File: src/rtl/sgc_pkg.sv
package sgc_pkg;

   typedef enum logic [2:0] {
      PLAY_IDLE   = 3'd0,
      PLAY_CONT   = 3'd1,
      PLAY_TIMED  = 3'd2,
      PLAY_CGATE  = 3'd3,
      PLAY_TGATE  = 3'd4
   } play_e;

   localparam int ADR_CFG    = 0;
   localparam int ADR_DUR    = 1;
   localparam int ADR_HI     = 2;
   localparam int ADR_LO     = 3;
   localparam int ADR_STAT   = 4;

   localparam int CFG_SELA_LSB = 0;
   localparam int CFG_SELB_LSB = 4;
   localparam int CFG_MONO     = 8;
   localparam int CFG_IEN      = 9;
   localparam int CFG_PLAY_LSB = 10;

   function automatic logic play_active(input logic [2:0] c);
      return (c == PLAY_CONT) || (c == PLAY_TIMED) || (c == PLAY_CGATE) || (c == PLAY_TGATE);
   endfunction

   function automatic logic play_timed(input logic [2:0] c);
      return (c == PLAY_TIMED) || (c == PLAY_TGATE);
   endfunction

   function automatic logic play_gated(input logic [2:0] c);
      return (c == PLAY_CGATE) || (c == PLAY_TGATE);
   endfunction

endpackage

File: src/rtl/sgc_chan_mux.sv
module sgc_chan_mux #(
   parameter int NCH   = 16,
   parameter int SEL_W = 4
) (
   input  logic [NCH-1:0]   ch_i,
   input  logic [SEL_W-1:0] sel_i,
   output logic             sig_o
);

   localparam int SPAN = 1 << SEL_W;

   generate
      if (NCH < 1 || NCH > SPAN) begin : g_bad
         $error("sgc_chan_mux: NCH must lie in 1..2**SEL_W");
      end

      if (NCH == SPAN) begin : g_full
         assign sig_o = ch_i[sel_i];
      end else begin : g_part
         always_comb begin
            sig_o = 1'b0;
            for (int i = 0; i < NCH; i++) begin
               if (sel_i == SEL_W'(i)) sig_o = ch_i[i];
            end
         end
      end
   endgenerate

endmodule

File: src/rtl/sgc_seq.sv
module sgc_seq
   import sgc_pkg::*;
#(
   parameter int CNT_W = 16
) (
   input  logic             clk,
   input  logic             rst_n,
   input  logic [2:0]       play_i,
   input  logic [CNT_W-1:0] dur_i,
   input  logic [CNT_W-1:0] hi_i,
   input  logic [CNT_W-1:0] lo_i,
   output logic             gate_o,
   output logic             expire_o,
   output logic             running_o,
   output logic             expired_o
);

   localparam logic [CNT_W-1:0] ONE = CNT_W'(1);

   logic [2:0]       play_d1;
   logic [2:0]       run_code;
   logic [CNT_W-1:0] dur_cnt;
   logic [CNT_W-1:0] ph_cnt;
   logic             ph_on;
   logic             expired_q;
   logic             chg;
   logic             timed;
   logic             gated;

   assign chg       = (play_i != play_d1);
   assign running_o = play_active(run_code);
   assign timed     = play_timed(run_code);
   assign gated     = play_gated(run_code);
   assign expired_o = expired_q;

   assign expire_o = running_o && timed && !expired_q && !chg && (dur_cnt <= ONE);

   assign gate_o = running_o
                 && (!timed || (!expired_q && dur_cnt != '0))
                 && (!gated || ph_on);

   always_ff @(posedge clk or negedge rst_n) begin
      if (!rst_n) begin
         play_d1   <= '0;
         run_code  <= '0;
         dur_cnt   <= '0;
         ph_cnt    <= '0;
         ph_on     <= 1'b1;
         expired_q <= 1'b0;
      end else begin
         play_d1 <= play_i;
         if (chg) begin
            run_code  <= play_i;
            dur_cnt   <= dur_i;
            ph_cnt    <= hi_i;
            ph_on     <= 1'b1;
            expired_q <= 1'b0;
         end else if (running_o) begin
            if (timed && !expired_q) begin
               if (dur_cnt <= ONE) begin
                  dur_cnt   <= '0;
                  expired_q <= 1'b1;
               end else begin
                  dur_cnt <= dur_cnt - ONE;
               end
            end
            if (gated) begin
               if (ph_cnt <= ONE) begin
                  ph_on  <= !ph_on;
                  ph_cnt <= ph_on ? lo_i : hi_i;
               end else begin
                  ph_cnt <= ph_cnt - ONE;
               end
            end
         end
      end
   end

   // an active countdown above one drops by exactly one
   a_r5_count_step: assert property (@(posedge clk) disable iff (!rst_n)
      (running_o && timed && !expired_q && !chg && dur_cnt > ONE)
      |=> (dur_cnt == $past(dur_cnt) - ONE));

   // a phase with cycles left keeps its polarity
   a_r8_phase_hold: assert property (@(posedge clk) disable iff (!rst_n)
      (running_o && gated && !chg && ph_cnt > ONE) |=> (ph_on == $past(ph_on)));

   // once expired, stays expired until the code changes
   a_r5_expiry_sticky: assert property (@(posedge clk) disable iff (!rst_n)
      (expired_q && !chg) |=> expired_q);

endmodule

File: src/rtl/sound_gen_ctl.sv
module sound_gen_ctl
   import sgc_pkg::*;
#(
   parameter int NCH    = 16,
   parameter int DATA_W = 16,
   parameter int CNT_W  = 16,
   parameter int ADDR_W = 3
) (
   input  logic              clk,
   input  logic              rst_n,
   input  logic [NCH-1:0]    pwm_in,
   input  logic              wr_en,
   input  logic [ADDR_W-1:0] wr_addr,
   input  logic [DATA_W-1:0] wr_data,
   output logic              snd_out,
   output logic              irq,
   output logic              done_flag
);

   localparam int SEL_W = 4;

   generate
      if (DATA_W < CFG_PLAY_LSB + 3) begin : g_bad_dw
         $error("sound_gen_ctl: DATA_W too narrow for configuration fields");
      end
      if (CNT_W > DATA_W || CNT_W < 1) begin : g_bad_cw
         $error("sound_gen_ctl: CNT_W must lie in 1..DATA_W");
      end
      if ((1 << ADDR_W) <= ADR_STAT) begin : g_bad_aw
         $error("sound_gen_ctl: ADDR_W too narrow for register map");
      end
   endgenerate

   logic [SEL_W-1:0] sel_a, sel_b;
   logic             mono_q, ien_q;
   logic [2:0]       play_q;
   logic [CNT_W-1:0] dur_q, hi_q, lo_q;
   logic             flag_q, snd_q;
   logic             sig_a, sig_b, mix;
   logic             gate, expire_evt, running, expired;
   logic             wr_cfg, wr_stat;

   assign wr_cfg  = wr_en && (wr_addr == ADDR_W'(ADR_CFG));
   assign wr_stat = wr_en && (wr_addr == ADDR_W'(ADR_STAT));

   always_ff @(posedge clk or negedge rst_n) begin
      if (!rst_n) begin
         sel_a  <= '0;
         sel_b  <= '0;
         mono_q <= 1'b0;
         ien_q  <= 1'b0;
         play_q <= '0;
         dur_q  <= '0;
         hi_q   <= '0;
         lo_q   <= '0;
      end else if (wr_en) begin
         if (wr_cfg) begin
            sel_a  <= wr_data[CFG_SELA_LSB +: SEL_W];
            sel_b  <= wr_data[CFG_SELB_LSB +: SEL_W];
            mono_q <= wr_data[CFG_MONO];
            ien_q  <= wr_data[CFG_IEN];
            play_q <= wr_data[CFG_PLAY_LSB +: 3];
         end
         if (wr_addr == ADDR_W'(ADR_DUR)) dur_q <= wr_data[CNT_W-1:0];
         if (wr_addr == ADDR_W'(ADR_HI))  hi_q  <= wr_data[CNT_W-1:0];
         if (wr_addr == ADDR_W'(ADR_LO))  lo_q  <= wr_data[CNT_W-1:0];
      end
   end

   sgc_chan_mux #(.NCH(NCH), .SEL_W(SEL_W)) u_mux_a (
      .ch_i(pwm_in), .sel_i(sel_a), .sig_o(sig_a));

   sgc_chan_mux #(.NCH(NCH), .SEL_W(SEL_W)) u_mux_b (
      .ch_i(pwm_in), .sel_i(sel_b), .sig_o(sig_b));

   assign mix = mono_q ? (sig_a & sig_b) : sig_a;

   sgc_seq #(.CNT_W(CNT_W)) u_seq (
      .clk(clk), .rst_n(rst_n), .play_i(play_q),
      .dur_i(dur_q), .hi_i(hi_q), .lo_i(lo_q),
      .gate_o(gate), .expire_o(expire_evt),
      .running_o(running), .expired_o(expired));

   always_ff @(posedge clk or negedge rst_n) begin
      if (!rst_n) begin
         flag_q <= 1'b0;
         snd_q  <= 1'b0;
      end else begin
         snd_q <= gate & mix;
         if (expire_evt)                flag_q <= 1'b1;
         else if (wr_stat && wr_data[0]) flag_q <= 1'b0;
      end
   end

   assign snd_out   = snd_q;
   assign done_flag = flag_q;
   assign irq       = flag_q & ien_q;

   // the flag only rises on a countdown expiry
   a_r6_flag_from_expiry: assert property (@(posedge clk) disable iff (!rst_n)
      $rose(flag_q) |-> $past(expire_evt));

   // the flag is sticky without a clearing write
   a_r6_flag_sticky: assert property (@(posedge clk) disable iff (!rst_n)
      (flag_q && !(wr_stat && wr_data[0])) |=> flag_q);

   // no sound follows an expired countdown
   a_r5_expired_silent: assert property (@(posedge clk) disable iff (!rst_n)
      expired |=> !snd_q);

   // no sound follows an idle sequencer
   a_r4_idle_quiet: assert property (@(posedge clk) disable iff (!rst_n)
      !running |=> !snd_q);

endmodule

File: config.mk
export PLATFORM = sky130hd
export DESIGN_NAME = sound_gen_ctl
export DESIGN_NICKNAME = d
export VERILOG_FILES = /design/src/rtl/sgc_pkg.sv /design/src/rtl/sgc_chan_mux.sv /design/src/rtl/sgc_seq.sv /design/src/rtl/sound_gen_ctl.sv
export SDC_FILE = /design/constraint.sdc
export NUM_CORES = 1
export LEC_CHECK = 0
export BUFFER_PORTS_ARGS = -buffer_cell sky130_fd_sc_hd__buf_2
export CAP_MARGIN = 20
export CORE_ASPECT_RATIO = 1.1
export CORE_MARGIN = 2
export CORE_UTILIZATION = 49
export CTS_BUF_LIST = sky130_fd_sc_hd__clkbuf_4 sky130_fd_sc_hd__clkbuf_8
export CTS_CLUSTER_DIAMETER = 80
export DETAILED_ROUTE_END_ITERATION = 16
export GPL_ROUTABILITY_DRIVEN = 0
export PLACE_DENSITY = 0.7
export SYNTH_ARGS = -nofsm -noshare
export SYNTH_HDL_FRONTEND = slang
export SYNTH_SLANG_ARGS = --single-unit
File: constraint.sdc
create_clock -name clk -period 2.2 [get_ports clk]
set_clock_uncertainty 0.1 [all_clocks]
set_input_delay 0.22 -clock clk [delete_from_list [all_inputs] [get_ports clk]]
set_output_delay 0.22 -clock clk [all_outputs]
set_load 0.05 [all_outputs]
==> run metrics <==
Post-DRT Antenna Nets 0; M1 GR Usage 30.59%; Final #Nets 602; Iter 0 DRT Violations approximately 240; r2r worst-path depth 6; CTS tree done; fin area 6516 µm²; via count 4190; crit path kind reg -> reg; reg-to-reg endpoint u_seq.ph_cnt[4]; Hold WC Path Type in -> reg; Clock Latency Late Sink roughly 370 ps; CP arrival 2410 ps; Vert. Die Dim roughly 110 µm; first-pass GRT wire length 21850 µm; top_reg_cell synth dfrtp_1; final hold vios 0; startpoint types flip-flop; Yosys Warn Count 0; RR Startpoint u_seq.ph_cnt[5]; FMAX ~440 MHz; status finished, violations left; setup ws final -52.64 ps; IO buf count 40; power density cells ~1100 nW/µm²; peak supply drop ~0.51 mV; layout cells sized above 1 a little under two fifths; total power about 7.5 mW; most frequent cells in the layout dfrtp_1, mux2_2, buf_4; EDFF count, synth 0; FFs w/ async S/R, synth 100.0%; hpwl dp roughly 9000 µm; Post-Synthesis Cells about 480; max_cap viols 0; H-tree Lvls 3; actual slew at the worst max-slew pin 499.1 ps; vias in the first global route 4207; Worst setup EP type flip-flop; Seq/Total Area, Yosys between 40% and 50%; Post-Synthesis Net Count ~520; total wire length approximately 13000 µm; hold worst-path end dur_q[15]; die span in x 104.8 µm; Cell Area, Synth between 5000 and 6000 µm²; gr busiest metal met2; unrepaired setup endpoints after global routing true; P&R area growth vs syn 19.09%; routed vias/inst slightly below 6; synthesized area per cell around 11 µm²; reg2reg setup slack -50 ps; TritonRoute pass-1 iters 5; GRT Overall Usage a little under a quarter; P_leak 2.984 nW; setup violators final 7; Bufs on Longest Clock Path 2; synth unique cells roughly 60; Hold Path Cell Cnt 2; die area roughly 12000 µm²; Final period util 102.4%; Yosys reg bits between 100 and 150; violated checks negative setup slack; CTS clk-pin slew, worst paths 100 ps; CTS Root Cell clkbuf_8; Top Ports 41; met3 Track Usage GR between 2 and 3%; clock sinks approximately 100; Initial Utilization around half; pre-CTS setup slack -19.56 ps; Critical Path Fanout Max 4; max-slew violations 0; total CTS buffers 9; dpl cell area a little over 6000 µm²; CP required around 2400 ps; Final min period 2253 ps; Antenna Cells 0; most common cell after layout, fill and taps aside dfrtp_1; Rel. slew slack approximately two thirds; grt ovf 0; routed len/inst 18.74 µm; FP Rows 40; GRT met2 Usage a little under two fifths; initial antenna violation count 0; # DRC 0; CORE AREA about 11000 µm²; hold path startpoint wr_data[15]; largest net degree at the start of global routing 50
## cell type report
| cell class | instances | area [µm²] |
|---|---|---|
| Fill cell | 937 | 4394 |
| Multi-Input combinational cell | 344 | 2840 |
| Sequential cell | 103 | 2579 |
| Timing Repair Buffer | 95 | 664.4 |
| Tap cell | 147 | 183.9 |
| Clock buffer | 11 | 145.1 |
| Clock inverter | 5 | 81.33 |
| Inverter | 6 | 22.52 |
## where the power goes
part / internal [mW] / switching, mW
Sequential: 2.45 / 0.537
Clock: 0.685 / 0.651
Combinational: 1.52 / 1.61
## sequential cells by signal, indices dropped and copies added, names as in the netlist
register,cells
hi_q,16
u_seq.expired_o,1
u_seq.dur_cnt,16
lo_q,16
ien_q,1
play_q,3
sel_b,4
mono_q,1
u_seq.play_d1,3
dur_q,16
u_seq.ph_on,1
u_seq.run_code,3
snd_out,1
done_flag,1
sel_a,4
u_seq.ph_cnt,16
## cells in the mapped netlist (9+ instances only)
cell | instances | share of area [%]
dfrtp_1 | 102 | 47
mux2_2 | 66 | 14
nand2_1 | 34 | 2.3
mux2i_1 | 31 | 5.7
nor2_1 | 28 | 1.9
a21oi_1 | 20 | 1.8
clkbuf_1 | 17 | 1.2
o21ai_0 | 17 | 1.6
and3_1 | 13 | 1.5
nand3_1 | 12 | 1.1
a221o_1 | 11 | 2.0
nor3_1 | 10 | 0.91
a31oi_1 | 9 | 1.0
## through the flow
stage / utilization [%] / hold WS (ps) / TNS, ps / instances
2_1_floorplan: - / -175.6 / -121.6 / 478
3_3_place_gp: 55.94 / 59.59 / 0 / 683
3_5_place_dp: 55.94 / 64.28 / -83.68 / 683
4_1_cts: 58.50 / 5.341 / -7.195 / 705
5_1_grt: 59.72 / 14.83 / -1202 / 711
6_report: 59.72 / 23.13 / -218.8 / 711
## routing by layer
layer | wire (µm) | vias up
met5 | 0 | -
met4 | 367 | 0
met3 | 566 | 29
met2 | 6406 | 152
met1 | 5981 | 2070
li1 | - | 1939
## critical path, cell delays in order (launching register included)
cell and delay, ps:
dfrtp_1 390, or4_4 570, nor4b_4 310, buf_6 170
nand2_2 130, mux2i_1 150, a221o_1 320
## how the worst max path moves through the flow
stage                     cells after the start           endpoint  slack (ps)              start
after global placement                        5  u_seq.dur_cnt[15]          20  u_seq.dur_cnt[11]
after CTS                                     7    u_seq.ph_cnt[3]          -7    u_seq.ph_cnt[7]
final                                         6    u_seq.ph_cnt[4]         -50    u_seq.ph_cnt[5]
after global routing                          7    u_seq.ph_cnt[3]        -140    u_seq.ph_cnt[5]
after detailed placement                      5  u_seq.dur_cnt[15]         -20  u_seq.dur_cnt[11]
after floorplan                               6   u_seq.ph_cnt[12]         -60    u_seq.ph_cnt[7]
## logic make-up (layout without fill, tap and decap cells)
group           count (synthesis)  after routing  synth area share, %
compound gates                 79             79                9.719
xor+xnor                       16             16                2.561
fa+ha+maj                       5              5                1.143
buf+inv                        33            117                2.973
flops                         103            103                47.13
mux                           105            105                22.55
simple gates                  137            139                13.93
## what timing repair did
action / 4_1_cts / 5_1_grt
resized for setup: 2 / 22
pin swaps: 1 / 6
hold endpoints to repair: 25 / 0
endpoints found under the setup margin: 11 / 25
buffers inserted: 3 / 5
hold buffers: 1 / 0
cloned: 2 / 1
(Power assumes the default switching activity.)
